==> config.mk <==
export PLATFORM = sky130hd
export DESIGN_NAME = single_line_irqc
export DESIGN_NICKNAME = d
export VERILOG_FILES = /design/src/rtl/irqc_pkg.sv /design/src/rtl/irqc_sync.sv /design/src/rtl/irqc_detect.sv /design/src/rtl/irqc_regmap.sv /design/src/rtl/single_line_irqc.sv
export SDC_FILE = /design/constraint.sdc
export NUM_CORES = 1
export LEC_CHECK = 0
export BUFFER_PORTS_ARGS = -buffer_cell sky130_fd_sc_hd__buf_2
export CORE_MARGIN = 2
export CORE_UTILIZATION = 30
export DETAILED_ROUTE_END_ITERATION = 6
export PLACE_DENSITY = 0.88
export RECOVER_POWER = 25
export SLEW_MARGIN = 10
export SYNTH_ARGS = -nofsm -noshare
export SYNTH_HDL_FRONTEND = slang
export SYNTH_SLANG_ARGS = --single-unit
==> constraint.sdc <==
create_clock -name clk -period 3.2 [get_ports clk]
set_input_delay 0.32 -clock clk [delete_from_list [all_inputs] [get_ports clk]]
set_output_delay 0.32 -clock clk [all_outputs]
set_load 0.01 [all_outputs]
==> src/rtl/irqc_pkg.sv <==
package irqc_pkg;

    localparam int unsigned DATA_W = 32;

    // bit 0 selects edge detection, bit 1 selects high/rising polarity
    typedef enum logic [1:0] {
        TRIG_LVL_LOW   = 2'd0,
        TRIG_EDGE_FALL = 2'd1,
        TRIG_LVL_HIGH  = 2'd2,
        TRIG_EDGE_RISE = 2'd3
    } trig_e;

    typedef struct packed {
        trig_e trig;
        logic  en;
        logic  pend;
    } core_st_t;

    function automatic logic trig_is_edge(trig_e t);
        return t[0];
    endfunction

    function automatic logic trig_is_high(trig_e t);
        return t[1];
    endfunction

endpackage

==> src/rtl/irqc_sync.sv <==
module irqc_sync #(
    parameter int unsigned STAGES = 2
) (
    input  logic clk,
    input  logic rst_n,
    input  logic din,
    output logic dout
);
    localparam int unsigned TOP = STAGES - 1;

    logic [TOP:0] chain_d, chain_q;

    generate
        if (STAGES == 1) begin : g_single
            always_comb chain_d = din;
        end else begin : g_multi
            always_comb chain_d = {chain_q[TOP-1:0], din};
        end
    endgenerate

    always_ff @(posedge clk or negedge rst_n) begin
        if (!rst_n) chain_q <= '0;
        else        chain_q <= chain_d;
    end

    assign dout = chain_q[TOP];
endmodule

==> src/rtl/irqc_detect.sv <==
module irqc_detect
    import irqc_pkg::*;
(
    input  logic  clk,
    input  logic  rst_n,
    input  logic  lvl_i,
    input  trig_e trig_i,
    input  logic  mask_i,
    output logic  evt_o,
    output logic  edge_mode_o
);
    logic hist_d, hist_q;
    logic rise, fall, edge_hit, lvl_hit;

    always_comb begin
        hist_d   = lvl_i;
        rise     = lvl_i & ~hist_q;
        fall     = ~lvl_i & hist_q;
        edge_hit = (trig_is_high(trig_i) ? rise : fall) & ~mask_i;
        lvl_hit  = (lvl_i == trig_is_high(trig_i));
        evt_o    = trig_is_edge(trig_i) ? edge_hit : lvl_hit;
    end

    assign edge_mode_o = trig_is_edge(trig_i);

    always_ff @(posedge clk or negedge rst_n) begin
        if (!rst_n) hist_q <= 1'b0;
        else        hist_q <= hist_d;
    end
endmodule

==> src/rtl/irqc_regmap.sv <==
module irqc_regmap
    import irqc_pkg::*;
#(
    parameter int unsigned ADDR_W   = 8,
    parameter bit          LAYOUT_B = 1'b0
) (
    input  logic              sel_i,
    input  logic              wr_i,
    input  logic [ADDR_W-1:0] addr_i,
    input  logic [DATA_W-1:0] wdata_i,
    input  core_st_t          st_i,
    output logic              ctrl_we_o,
    output logic              en_we_o,
    output logic              ack_o,
    output logic [DATA_W-1:0] rdata_o
);
    localparam logic [ADDR_W-1:0] OFF_CTRL = LAYOUT_B ? ADDR_W'('h0C) : ADDR_W'('h00);
    localparam logic [ADDR_W-1:0] OFF_PEND = LAYOUT_B ? ADDR_W'('h10) : ADDR_W'('h04);
    localparam logic [ADDR_W-1:0] OFF_EN   = LAYOUT_B ? ADDR_W'('h40) : ADDR_W'('h08);

    logic hit_ctrl, hit_pend, hit_en;

    always_comb begin
        hit_ctrl  = (addr_i == OFF_CTRL);
        hit_pend  = (addr_i == OFF_PEND);
        hit_en    = (addr_i == OFF_EN);
        ctrl_we_o = sel_i & wr_i & hit_ctrl;
        en_we_o   = sel_i & wr_i & hit_en;
        ack_o     = sel_i & wr_i & hit_pend & wdata_i[0];
        rdata_o   = '0;
        if (hit_ctrl)      rdata_o[1:0] = st_i.trig;
        else if (hit_pend) rdata_o[0]   = st_i.pend;
        else if (hit_en)   rdata_o[0]   = st_i.en;
    end
endmodule

==> src/rtl/single_line_irqc.sv <==
module single_line_irqc
    import irqc_pkg::*;
#(
    parameter int unsigned ADDR_W      = 8,
    parameter bit          LAYOUT_B    = 1'b0,
    parameter int unsigned SYNC_STAGES = 2
) (
    input  logic              clk,
    input  logic              rst_n,
    input  logic              irq_in,
    input  logic              bus_sel,
    input  logic              bus_wr,
    input  logic [ADDR_W-1:0] bus_addr,
    input  logic [31:0]       bus_wdata,
    output logic [31:0]       bus_rdata,
    output logic              irq_out
);
    core_st_t st_d, st_q;
    logic     lvl_sync;
    logic     ctrl_we, en_we, ack;
    logic     evt, edge_mode;
    logic [1:0] trig_q_w;

    irqc_sync #(.STAGES(SYNC_STAGES)) u_sync (
        .clk  (clk),
        .rst_n(rst_n),
        .din  (irq_in),
        .dout (lvl_sync)
    );

    irqc_detect u_detect (
        .clk        (clk),
        .rst_n      (rst_n),
        .lvl_i      (lvl_sync),
        .trig_i     (st_q.trig),
        .mask_i     (ctrl_we),
        .evt_o      (evt),
        .edge_mode_o(edge_mode)
    );

    irqc_regmap #(.ADDR_W(ADDR_W), .LAYOUT_B(LAYOUT_B)) u_regmap (
        .sel_i    (bus_sel),
        .wr_i     (bus_wr),
        .addr_i   (bus_addr),
        .wdata_i  (bus_wdata),
        .st_i     (st_q),
        .ctrl_we_o(ctrl_we),
        .en_we_o  (en_we),
        .ack_o    (ack),
        .rdata_o  (bus_rdata)
    );

    always_comb begin
        st_d = st_q;
        if (ctrl_we) st_d.trig = trig_e'(bus_wdata[1:0]);
        if (en_we)   st_d.en   = bus_wdata[0];
        if (edge_mode) begin
            // a fresh edge outranks the acknowledge
            st_d.pend = evt | (st_q.pend & ~ack);
        end else begin
            // the acknowledge outranks a level still active
            st_d.pend = ack ? 1'b0 : (st_q.pend | evt);
        end
    end

    always_ff @(posedge clk or negedge rst_n) begin
        if (!rst_n) st_q <= '{trig: TRIG_LVL_LOW, en: 1'b0, pend: 1'b0};
        else        st_q <= st_d;
    end

    assign irq_out  = st_q.pend & st_q.en;
    assign trig_q_w = st_q.trig;
endmodule

### Yosys cells after proc, flatten, opt, wreduce, memory -nomap -nowiden

Cells that the tools add are included.

| cells by class | value |
|---|---|
| equal/unequal tests | 3 |
| multiplexer cells | 8 |
| bitwise gates (word level) | 16 |
| reduce and logical (&&, ||, !) cells | 1 |

Operators with widths:

| kind | count |
|---|---|
| $and A1 B1 Y1 | 10 |
| $eq A8 B3 Y1 const B | 1 |
| $eq A8 B4 Y1 const B | 1 |
| $logic_not A8 Y1 | 1 |
| $mux W1 | 8 |
| $not A1 Y1 | 4 |
| $or A1 B1 Y1 | 2 |
| $eq A1 B1 Y1 | 1 |

| storage, ports and cells | value |
|---|---|
| register bits after elaboration | 7 |
| bits of input ports | 45 |
| output and inout port bits | 33 |
| logic and storage cells | 33 |

### Depth between registers and ports, before layout

Gate-level depths: netlist of the first run.

| depth | value |
|---|---|
| depth after elaboration | 8 |
| depth in mapped cells | 4 |
| mapped depth without buffers | 4 |

### By module

From an unflattened synthesis of the first run, not the netlist that was laid out.

| second synthesis, totals | value |
|---|---|
| cell total of the unflattened synthesis | 63 |
| area, all modules | 601.8 µm² |

By module, submodules not included:

| module | instances | cells each | area an instance (µm²) | sequential area each (µm²) |
|---|---|---|---|---|
| irqc_regmap | 1 | 44 | 331.6 | 0.0 |
| single_line_irqc | 1 | 11 | 160.2 | 100.1 |
| irqc_detect | 1 | 6 | 60.1 | 25.0 |
| irqc_sync | 1 | 2 | 50.0 | 50.0 |

### Worst setup path after synthesis of the first run

Ideal clock, no wire load.

| timing | value |
|---|---|
| path type | input port to output port |
| start | input bus_addr[2] |
| end | output bus_rdata[0] |
| arrival time | 1,139 ps |
| required time | 2,880 ps |
| slack | 1,741 ps |
| stages | 2 |
| path buffers | 0 |
| path through | or4_4 -> o2111a_1 |

| on the way | value |
|---|---|
| cells in the longest elaborated chain, start to end | 4 |
| elaborated cells between the ends (all ways) | 6 |
| those cells by class | eq/ne: 2; mux: 3; reduce/logical: 1 |

RTL lines:

| what | line | RTL |
|---|---|---|
| from (decl) | single_line_irqc.sv:13 | `input logic [ADDR_W-1:0] bus_addr,` |
| $eq A8 B4 Y1 | irqc_regmap.sv:26 | `hit_en = (addr_i == OFF_EN);` |
| $mux W1 | irqc_regmap.sv:33 | `else if (hit_en) rdata_o[0] = st_i.en;` |
| $mux W1 | irqc_regmap.sv:32 | `else if (hit_pend) rdata_o[0] = st_i.pend;` |
| $mux W1 * | irqc_regmap.sv:31 | `if (hit_ctrl) rdata_o[1:0] = st_i.trig;` |
| to (decl) | single_line_irqc.sv:15 | `output logic [31:0] bus_rdata,` |

Every way passes the cells marked *; elsewhere a longest branch is shown, timed or not.

### Worst setup path in the final report of the first run

Same ends and word-level chain as after synthesis.

==> results_dict.tcl, run 1 <==
set metrics [dict create \
    p_sw_share_pct 27.5 \
    cts.hold.buffers_added 1 \
    drt_iter0_drc 6 \
    slowest_delay_ns 0.56 \
    m1WireLength_um 319 \
    worstPathCellList "buf_2 -> or4_4 -> o2111a_1 -> buf_2" \
    top_layer_used "met3" \
    grt_pass1_wl_mm 1.43 \
    cp_max_fo 4 \
    crit_top_cell "buf_2" \
    setup_violations 0 \
    min_path_type "in -> reg" \
    drv_slew 0 \
    tns_ns 0 \
    wl_met2_um 411 \
    port_buffers 17 \
    coreArea_um2 1900 \
    p_total_uw 207 \
    routabilityCongestion 0.767 \
    hpwlAfterDp_um 754 \
    grt_pass1_vias 364 \
    wl_um 858 \
    drive_gt1_share_pct 26.2 \
    period_share_pct 53.1 \
    overflow 0 \
    slowest_stage "or4_4" \
    antenna_found_initial 0 \
    synthTopCellsByArea "buf_4 38%, dfrtp_1 30%, mux2_1 5.7%" \
    crit_type "in -> out" \
    critPathLaunchType "input port" \
    synth.avg_cell_area_um2 9.37 \
    yosysSeqAreaShare_pct 29.7 \
    clock_latency_ns 0.24 \
    leakagePower_nw 0.345 \
    postCtsSetupRepairBufs 0 \
    synth.cell_area_um2 591 \
    diodes 0 \
    finalCriticalPeriod_ns 1.70 \
    skew_ns 0.00355 \
    die_h_um 48.4 \
    cts_tree "built" \
    vias_per_cell 3.70 \
    synth_common_cells "30 x buf_4, 7 x dfrtp_1, 3 x mux2_1, 3 x nor2_1, 2 x nand2_1" \
    wl_met3_um 128 \
    clk_pin_slew_worst_paths_ns 0.05 \
    cts_buffers 3 \
    crit_arrival_ns 1.38 \
    ys_warn_count 0 \
    pwr-share-comb_pct 17.7 \
    synth_flop_cell "dfrtp_1" \
    clk_path_buf_depth 2 \
    synth_seq_cells 7 \
    p_sw_uw 57.0 \
    cts_max_level 1 \
    yosysUniqueCellTypes 23 \
    n_fill_cell 196 \
    fmaxAchievable_mhz 588 \
    finalHoldViolCount 0 \
    track_usage_pct 8.10 \
    synth.largest_area_cell "buf_4" \
    die_w_um 48.4 \
    rows 16 \
    cap_violations 0 \
    synth_edf_count 0 \
    die-area_um2 2340 \
    clock-sinks 7 \
    drc 0 \
    synthArstFlopShare_pct 100 \
    synthCells 63 \
    status "complete, no violations" \
    rsz0062_at_grt "false" \
    p_seq_share_pct 45.2 \
    internal_power_uw 150 \
    cts_root_buf "clkbuf_4" \
    clockPowerShare_pct 37.2 \
    vdd_drop_max_v 0.000242 \
    grt_max_degree 8 \
    cp-end-kind "primary output" \
    num_vias 411 \
    drt-wirelength-per-cell_um 7.73 \
    area_delta_synth_final_pct 6.36 \
    p_per_area_nw_per_um2 330 \
    dr.pass1.iters 4 \
    layout.nets 130 \
    yosys.area.top_type_share_pct 38.1 \
    ioPinCount 78 \
    ctsResizeCount 0 \
    start_util_pct 31.1 \
    drtAntennaViolNets 0 \
    yosys.cell_count.top_type "buf_4" \
    required_ns 2.88 \
]
through the flow:
stage | setup WS, ns | cells | util [%] | instance area, um^2 | hold slack, ns
after floorplan | 1.74 | 92 | - | 699 | 0.0244
after global placement | 1.52 | 106 | 31.2 | 593 | 0.152
after detailed placement | 1.48 | 106 | 31.2 | 593 | 0.159
after CTS | 1.50 | 111 | 33.1 | 629 | 0.175
after global routing | 1.48 | 111 | 33.0 | 628 | 0.164
final | 1.50 | 111 | 33.0 | 628 | 0.183
routing by layer:
layer / track usage, % / vias up
met5: 0 / -
met4: 5.71 / 0
met3: 2.78 / 0
met2: 13.7 / 42
met1: 8.41 / 176
li1: - / 193
layout by cell type (no fill, tap or decap):
cell type / Yosys / routed
dfrtp_1: 7 / 7
or2_1: 1 / 1
clkbuf_1: 0 / 2
mux2i_1: 1 / 1
and2_1: 1 / 1
clkbuf_4: 0 / 3
nor4_2: 1 / 1
inv_1: 1 / 1
nand2_1: 2 / 2
and4b_1: 1 / 1
o221ai_1: 1 / 1
o22ai_1: 1 / 1
dlygate4sd3_1: 0 / 1
nand4b_1: 1 / 1
a211oi_1: 1 / 1
nor2b_1: 1 / 1
buf_2: 0 / 16
nor2b_2: 1 / 1
and3_1: 1 / 1
conb_1: 1 / 30
o2111a_1: 1 / 1
mux2_1: 3 / 3
nand3_1: 1 / 1
nor2_1: 3 / 3
a21oi_1: 1 / 1
or4_4: 1 / 1
logic make-up after synthesis:
group | after synthesis | synth area share, %
muxes | 4 | 7.41
DFF | 7 | 29.7
buffers and inverters | 31 | 38.8
other | 1 | 0.635
and+or+nand+nor | 15 | 17.0
AOI/OAI and AO/OA | 5 | 6.57
critical path, delay by kind of cell:
family	cells	cell delay [ns]
compound gates	1	0.25
buf+inv	2	0.25
simple gates	1	0.56
worst paths after layout:
check / from / endpoint / slack (ns) / cells after the start
worst max-delay path: bus_addr[2] / bus_rdata[0] / 1.50 / 4
worst min-delay path: irq_in / u_sync.chain_q[0]$_DFF_PN0_ / 0.18 / 1
worst max register to register: trig_q_w[1]$_DFFE_PN0N_ / st_q[0]$_DFF_PN0_ / 2.00 / 4
worst min register to register: u_sync.chain_q[0]$_DFF_PN0_ / u_sync.chain_q[1]$_DFF_PN0_ / 0.34 / 0
max in group asynchronous: rst_n / trig_q_w[1]$_DFFE_PN0N_ / 2.43 / 2
min in group asynchronous: rst_n / st_q[1]$_DFFE_PN0P_ / 0.50 / 2
final cells by class:
cell class              instances  area [um^2]  share of cell area (%)
clock buffers                   4         26.3                    4.18
repair buffers                 18         93.8                    14.9
multi-input cells              54          295                    47.0
flip-flops and latches          7          175                    27.9
well taps                      27         33.8                    5.38
inverters                       1         3.75                   0.598
power by group through the flow:
stage / Sequential (mW) / Combinational, mW / Clock, mW
after global placement: 0.0948 / 0.0342 / 0
final: 0.0936 / 0.0366 / 0.0770
after global routing: 0.0939 / 0.0407 / 0.0883
after floorplan: 0.0944 / 0.0495 / 0
after CTS: 0.0936 / 0.0363 / 0.0814
after detailed placement: 0.0951 / 0.0354 / 0
flip-flops by register name, summed over array words and instances (netlist names):
register and cells:
u_detect.hist_q 1, u_sync.chain_q 2, trig_q_w 2, st_q 2
(Power assumes the default switching activity.)
==> inputs of run 2 (changes only) <==
--- a/config.mk
+++ b/config.mk
@@ -7,9 +7,9 @@
 export LEC_CHECK = 0
 export BUFFER_PORTS_ARGS = -buffer_cell sky130_fd_sc_hd__buf_2
 export CORE_MARGIN = 2
-export CORE_UTILIZATION = 30
+export CORE_UTILIZATION = 28
 export DETAILED_ROUTE_END_ITERATION = 6
-export PLACE_DENSITY = 0.88
+export PLACE_DENSITY = 0.86
 export RECOVER_POWER = 25
 export SLEW_MARGIN = 10
 export SYNTH_ARGS = -nofsm -noshare
==> constraint.sdc (replaced) <==
create_clock -name clk -period 1.5 [get_ports clk]
set_input_delay 0.15 -clock clk [delete_from_list [all_inputs] [get_ports clk]]
set_output_delay 0.15 -clock clk [all_outputs]
set_load 0.01 [all_outputs]
==> run 2 against run 1 <==
Effect of this change:
- clock skew rose by 0.0033 ns
- core utilization fell by 0.45 points
- global-route usage fell by 0.41 points
- combinational power rose by 120%
- sequential power rose by 110%
- die area rose by 6.5%
- routed wire length rose by 9.1%
- final cell count rose by 1.8%
- power rose by 120%
- critical path type unchanged
- largest cell class unchanged
- largest power group unchanged
==> results_dict.tcl, run 2 (synthesis gave the netlist of run 1 again) <==
set metrics [dict create \
    status "complete, no violations" \
    holdCritStartpoint "bus_wdata[1]" \
    wl_um 936 \
    rsz0062_at_grt "false" \
    die_w_um 49.9 \
    clk_pin_slew_worst_paths_ns 0.05 \
    n_fill_cell 209 \
    pwr-share-comb_pct 18.1 \
    die_h_um 49.9 \
    cts_root_buf "clkbuf_4" \
    finalCriticalPeriod_ns 1.35 \
    finalHoldViolCount 0 \
    clockPowerShare_pct 37.8 \
    drtAntennaViolNets 0 \
    r2r_start "trig_q_w[1]$_DFFE_PN0N_" \
    overflow 0 \
    timing.critical_path.from "bus_addr[2]" \
    die-area_um2 2490 \
    cts_buffers 3 \
    start_util_pct 29.8 \
    clock-sinks 7 \
    dr.pass1.iters 1 \
    port_buffers 17 \
    vdd_drop_max_v 0.000356 \
    antenna_found_initial 0 \
    fmaxAchievable_mhz 741 \
    drv_slew 0 \
    routabilityCongestion 0.798 \
    p_seq_share_pct 44.1 \
    dp_worst_setup_slack_ns 0.0242 \
    p_sw_share_pct 28.5 \
    ioPinCount 78 \
    grt_pass1_vias 371 \
    layout.nets 132 \
    final_cell_mix "30 x conb_1, 16 x buf_2, 7 x dfrtp_1" \
    critPathLaunchType "input port" \
    p_sw_uw 129 \
    drive_gt1_share_pct 26.7 \
    clock_latency_ns 0.25 \
    skew_ns 0.00690 \
    setup_violations 0 \
    num_vias 440 \
    cp_max_fo 4 \
    period_share_pct 90.0 \
    cts_tree "built" \
    place_area_um2 601 \
    tns_ns 0 \
    fin_cells 113 \
    min_path_type "in -> reg" \
    clk_path_buf_depth 2 \
    crit_type "in -> out" \
    cp-end-kind "primary output" \
    grt_pass1_wl_mm 1.50 \
    hpwlAfterDp_um 801 \
    rows 16 \
    drt_iter0_drc 0 \
    stdcell_area_um2 646 \
    required_ns 1.35 \
    cts_max_level 1 \
    r2r_setup_slack_ns 0.33 \
    grt_max_degree 8 \
    crit_arrival_ns 1.20 \
    diodes 0 \
    leakagePower_nw 0.354 \
    final_common_cell "conb_1" \
    area_delta_synth_final_pct 9.32 \
    dp_cells 107 \
    setup_ws_ns 0.150 \
    drt-wirelength-per-cell_um 8.28 \
    drc 0 \
    hold_ws_ns 0.129 \
    p_per_area_nw_per_um2 700 \
    internal_power_uw 323 \
    postCtsSetupRepairBufs 0 \
    vias_per_cell 3.89 \
    track_usage_pct 7.68 \
    coreArea_um2 1980 \
    cap_violations 0 \
]
run 2: routing by layer:
layer / part of all wire (%) / up-vias / GRT usage (%)
li1: - / 205 / -
met1: 34 / 193 / 7.45
met2: 52 / 40 / 15.1
met3: 12 / 2 / 1.21
met4: 1.5 / 0 / 4.17
met5: 0 / - / 0
run 2: worst paths after layout:
| kind | to | depth (start not counted) |
|---|---|---|
| max | bus_rdata[0] | 4 |
| min | trig_q_w[1]$_DFFE_PN0N_ | 2 |
| max reg2reg | st_q[0]$_DFF_PN0_ | 4 |
| min reg2reg | u_sync.chain_q[1]$_DFF_PN0_ | 0 |
| max in group asynchronous | u_detect.hist_q$_DFF_PN0_ | 2 |
| min in group asynchronous | st_q[1]$_DFFE_PN0P_ | 2 |
run 2: cell type report:
type | instances | area (um^2) | area share, %
Clock buffer | 4 | 26.3 | 4.07
Inverter | 1 | 3.75 | 0.581
Multi-Input combinational cell | 54 | 295 | 45.7
Timing Repair Buffer | 20 | 111 | 17.2
Tap cell | 27 | 33.8 | 5.23
Sequential cell | 7 | 175 | 27.1
run 2: repair_timing:
item,4_1_cts,5_1_grt
endpoints found under the hold margin,7,1
resized for setup,0,0
hold buffers,1,1
run 2: power by group through the flow:
| stage | clock network (mW) | registers, mW | logic [mW] |
|---|---|---|---|
| floorplan | 0 | 0.201 | 0.106 |
| global placement | 0 | 0.202 | 0.0741 |
| detailed placement | 0 | 0.203 | 0.0771 |
| CTS | 0.178 | 0.199 | 0.0791 |
| global route | 0.191 | 0.200 | 0.0912 |
| finish | 0.171 | 0.199 | 0.0816 |
run 2: worst max-delay path: stages:
cell and delay, ns:
buf_2 0.12, or4_4 0.56, o2111a_1 0.24, buf_2 0.13
run 2: stage by stage:
step / utilization, % / total power, mW
global placement: 30.3 / 0.276
CTS: 32.1 / 0.456
global route: 32.6 / 0.483
detailed placement: 30.3 / 0.280
finish: 32.6 / 0.452
floorplan: - / 0.307
==> inputs of run 3 (changes only) <==
--- a/config.mk
+++ b/config.mk
@@ -8,6 +8,7 @@
 export BUFFER_PORTS_ARGS = -buffer_cell sky130_fd_sc_hd__buf_2
 export CORE_MARGIN = 2
 export CORE_UTILIZATION = 28
+export CTS_BUF_LIST = sky130_fd_sc_hd__clkbuf_16
 export DETAILED_ROUTE_END_ITERATION = 6
 export PLACE_DENSITY = 0.86
 export RECOVER_POWER = 25
==> run 3 against run 2 <==
Effect of this change:
- first-iteration DRC count is the same
- critical path depth is the same
- routed wire length grew 4.1%
- sequential power is essentially flat
- clock power grew to 2.6 times the previous value
- setup slack lost 0.0068 ns
- clock skew shrank 0.0043 ns
- sequential share of layout area shrank 1.7 points
- via count shrank 0.91%
- register-to-register slack is essentially flat
- core utilization grew 2.1 points
- critical endpoint unchanged
- highest routed layer unchanged
==> results_dict.tcl, run 3 (synthesis gave the netlist of run 1 again) <==
set metrics [dict create \
    status "complete, no violations" \
    leakagePower_nw 0.377 \
    cts_tree "built" \
    place_area_um2 601 \
    dp_worst_setup_slack_ns 0.0242 \
    grt_pass1_vias 382 \
    cts_root_buf "clkbuf_16" \
    fmaxAchievable_mhz 737 \
    start_util_pct 29.8 \
    min_path_type "in -> reg" \
    vdd_drop_max_v 0.000735 \
    finalCriticalPeriod_ns 1.36 \
    critPathLaunchType "input port" \
    cp-end-kind "primary output" \
    grt_pass1_wl_mm 1.58 \
    track_usage_pct 8.83 \
    required_ns 1.35 \
    holdCritStartpoint "irq_in" \
    crit_type "in -> out" \
    setup_violations 0 \
    drive_gt1_share_pct 27.1 \
    rsz0062_at_grt "false" \
    clk_path_buf_depth 2 \
    drv_slew 0 \
    clock_latency_ns 0.23 \
    routabilityCongestion 0.798 \
    dr.pass1.iters 1 \
    die_w_um 49.9 \
    drt-wirelength-per-cell_um 8.70 \
    skew_ns 0.00264 \
    antenna_found_initial 0 \
    clock-sinks 7 \
    port_buffers 17 \
    use_met1_pct 7.64 \
    cts_max_level 1 \
    grt_max_degree 8 \
    crit_arrival_ns 1.21 \
    stdcell_area_um2 688 \
    final_util_pct 34.7 \
    coreArea_um2 1980 \
    r2r_start "trig_q_w[1]$_DFFE_PN0N_" \
    cap_violations 0 \
    final_common_cell "conb_1" \
    cts_buffers 3 \
    layout.nets 131 \
    die-area_um2 2490 \
    cp_max_fo 4 \
    die_h_um 49.9 \
    overflow 0 \
    hpwlAfterDp_um 801 \
    diodes 0 \
    tns_ns 0 \
    area_delta_synth_final_pct 16.5 \
    postCtsSetupRepairBufs 0 \
    rows 16 \
    period_share_pct 90.5 \
    timing.critical_path.from "bus_addr[2]" \
    grtUsageMet3_pct 2.12 \
    drt_iter0_drc 0 \
    drc 0 \
    ctsResizeCount 0 \
    vias_per_cell 3.89 \
    p_per_area_nw_per_um2 1060 \
    p_total_uw 731 \
    clk_pin_slew_worst_paths_ns 0.03 \
    drtAntennaViolNets 0 \
    wl_um 974 \
    num_vias 436 \
    busiest_layer "met2" \
    ioPinCount 78 \
    finalHoldViolCount 0 \
    final_cell_mix "30 x conb_1, 16 x buf_2, 7 x dfrtp_1" \
    setup_ws_ns 0.143 \
    met2_usage_pct 16.2 \
]
## run 3: cell types whose count changed in the layout (fill, tap and decap cells not counted), sizes merged
cell         previous run  this run
clkbuf                  5         4
dlygate4sd3             2         1
inv                     1         2
## run 3: layout make-up
type	count	area [um^2]
timing repair buffer	19	101
clock inverter	1	3.75
tap	27	33.8
clock buffer	3	75.1
multi-input combinational	54	295
sequential	7	175
inverter	1	3.75
fill	204	1290
## run 3: power by group
group          internal (mW)  switching [mW]  leakage, nW
registers              0.196         0.00387       0.0854
clock network          0.347           0.104       0.0423
logic                 0.0245          0.0553        0.250
total                  0.568           0.163        0.377
## run 3: worst paths after layout
| check | slack (ns) | cells after the start | endpoint |
|---|---|---|---|
| setup reg to reg | 0.33 | 4 | st_q[0]$_DFF_PN0_ |
| min in group asynchronous | 0.34 | 2 | st_q[1]$_DFFE_PN0P_ |
| hold / removal | 0.03 | 1 | u_sync.chain_q[0]$_DFF_PN0_ |
| max in group asynchronous | 0.89 | 2 | u_sync.chain_q[1]$_DFF_PN0_ |
| setup / recovery | 0.14 | 4 | bus_rdata[0] |
| hold reg to reg | 0.34 | 0 | u_sync.chain_q[1]$_DFF_PN0_ |
## run 3: stage by stage
step,hold slack (ns),instances
2_1_floorplan,-0.146,92
3_5_place_dp,-0.00686,107
4_1_cts,0.0219,112
3_3_place_gp,-0.0165,107
5_1_grt,0.0211,112
6_report,0.0263,112
## run 3: what timing repair did
action,4_1_cts,5_1_grt
hold buffers,1,0
hold endpoints to repair,7,0
endpoints found under the setup margin,0,0
## run 3: critical path: stages
cell      delay (ns)
buf_2           0.12
or4_4           0.56
o2111a_1        0.24
buf_2           0.13
## run 3: routing by layer
layer  wire (um)  vias to the layer above
met5           0                        -
met4          33                        0
met3         122                        3
met2         502                       41
met1         317                      192
li1            -                      200
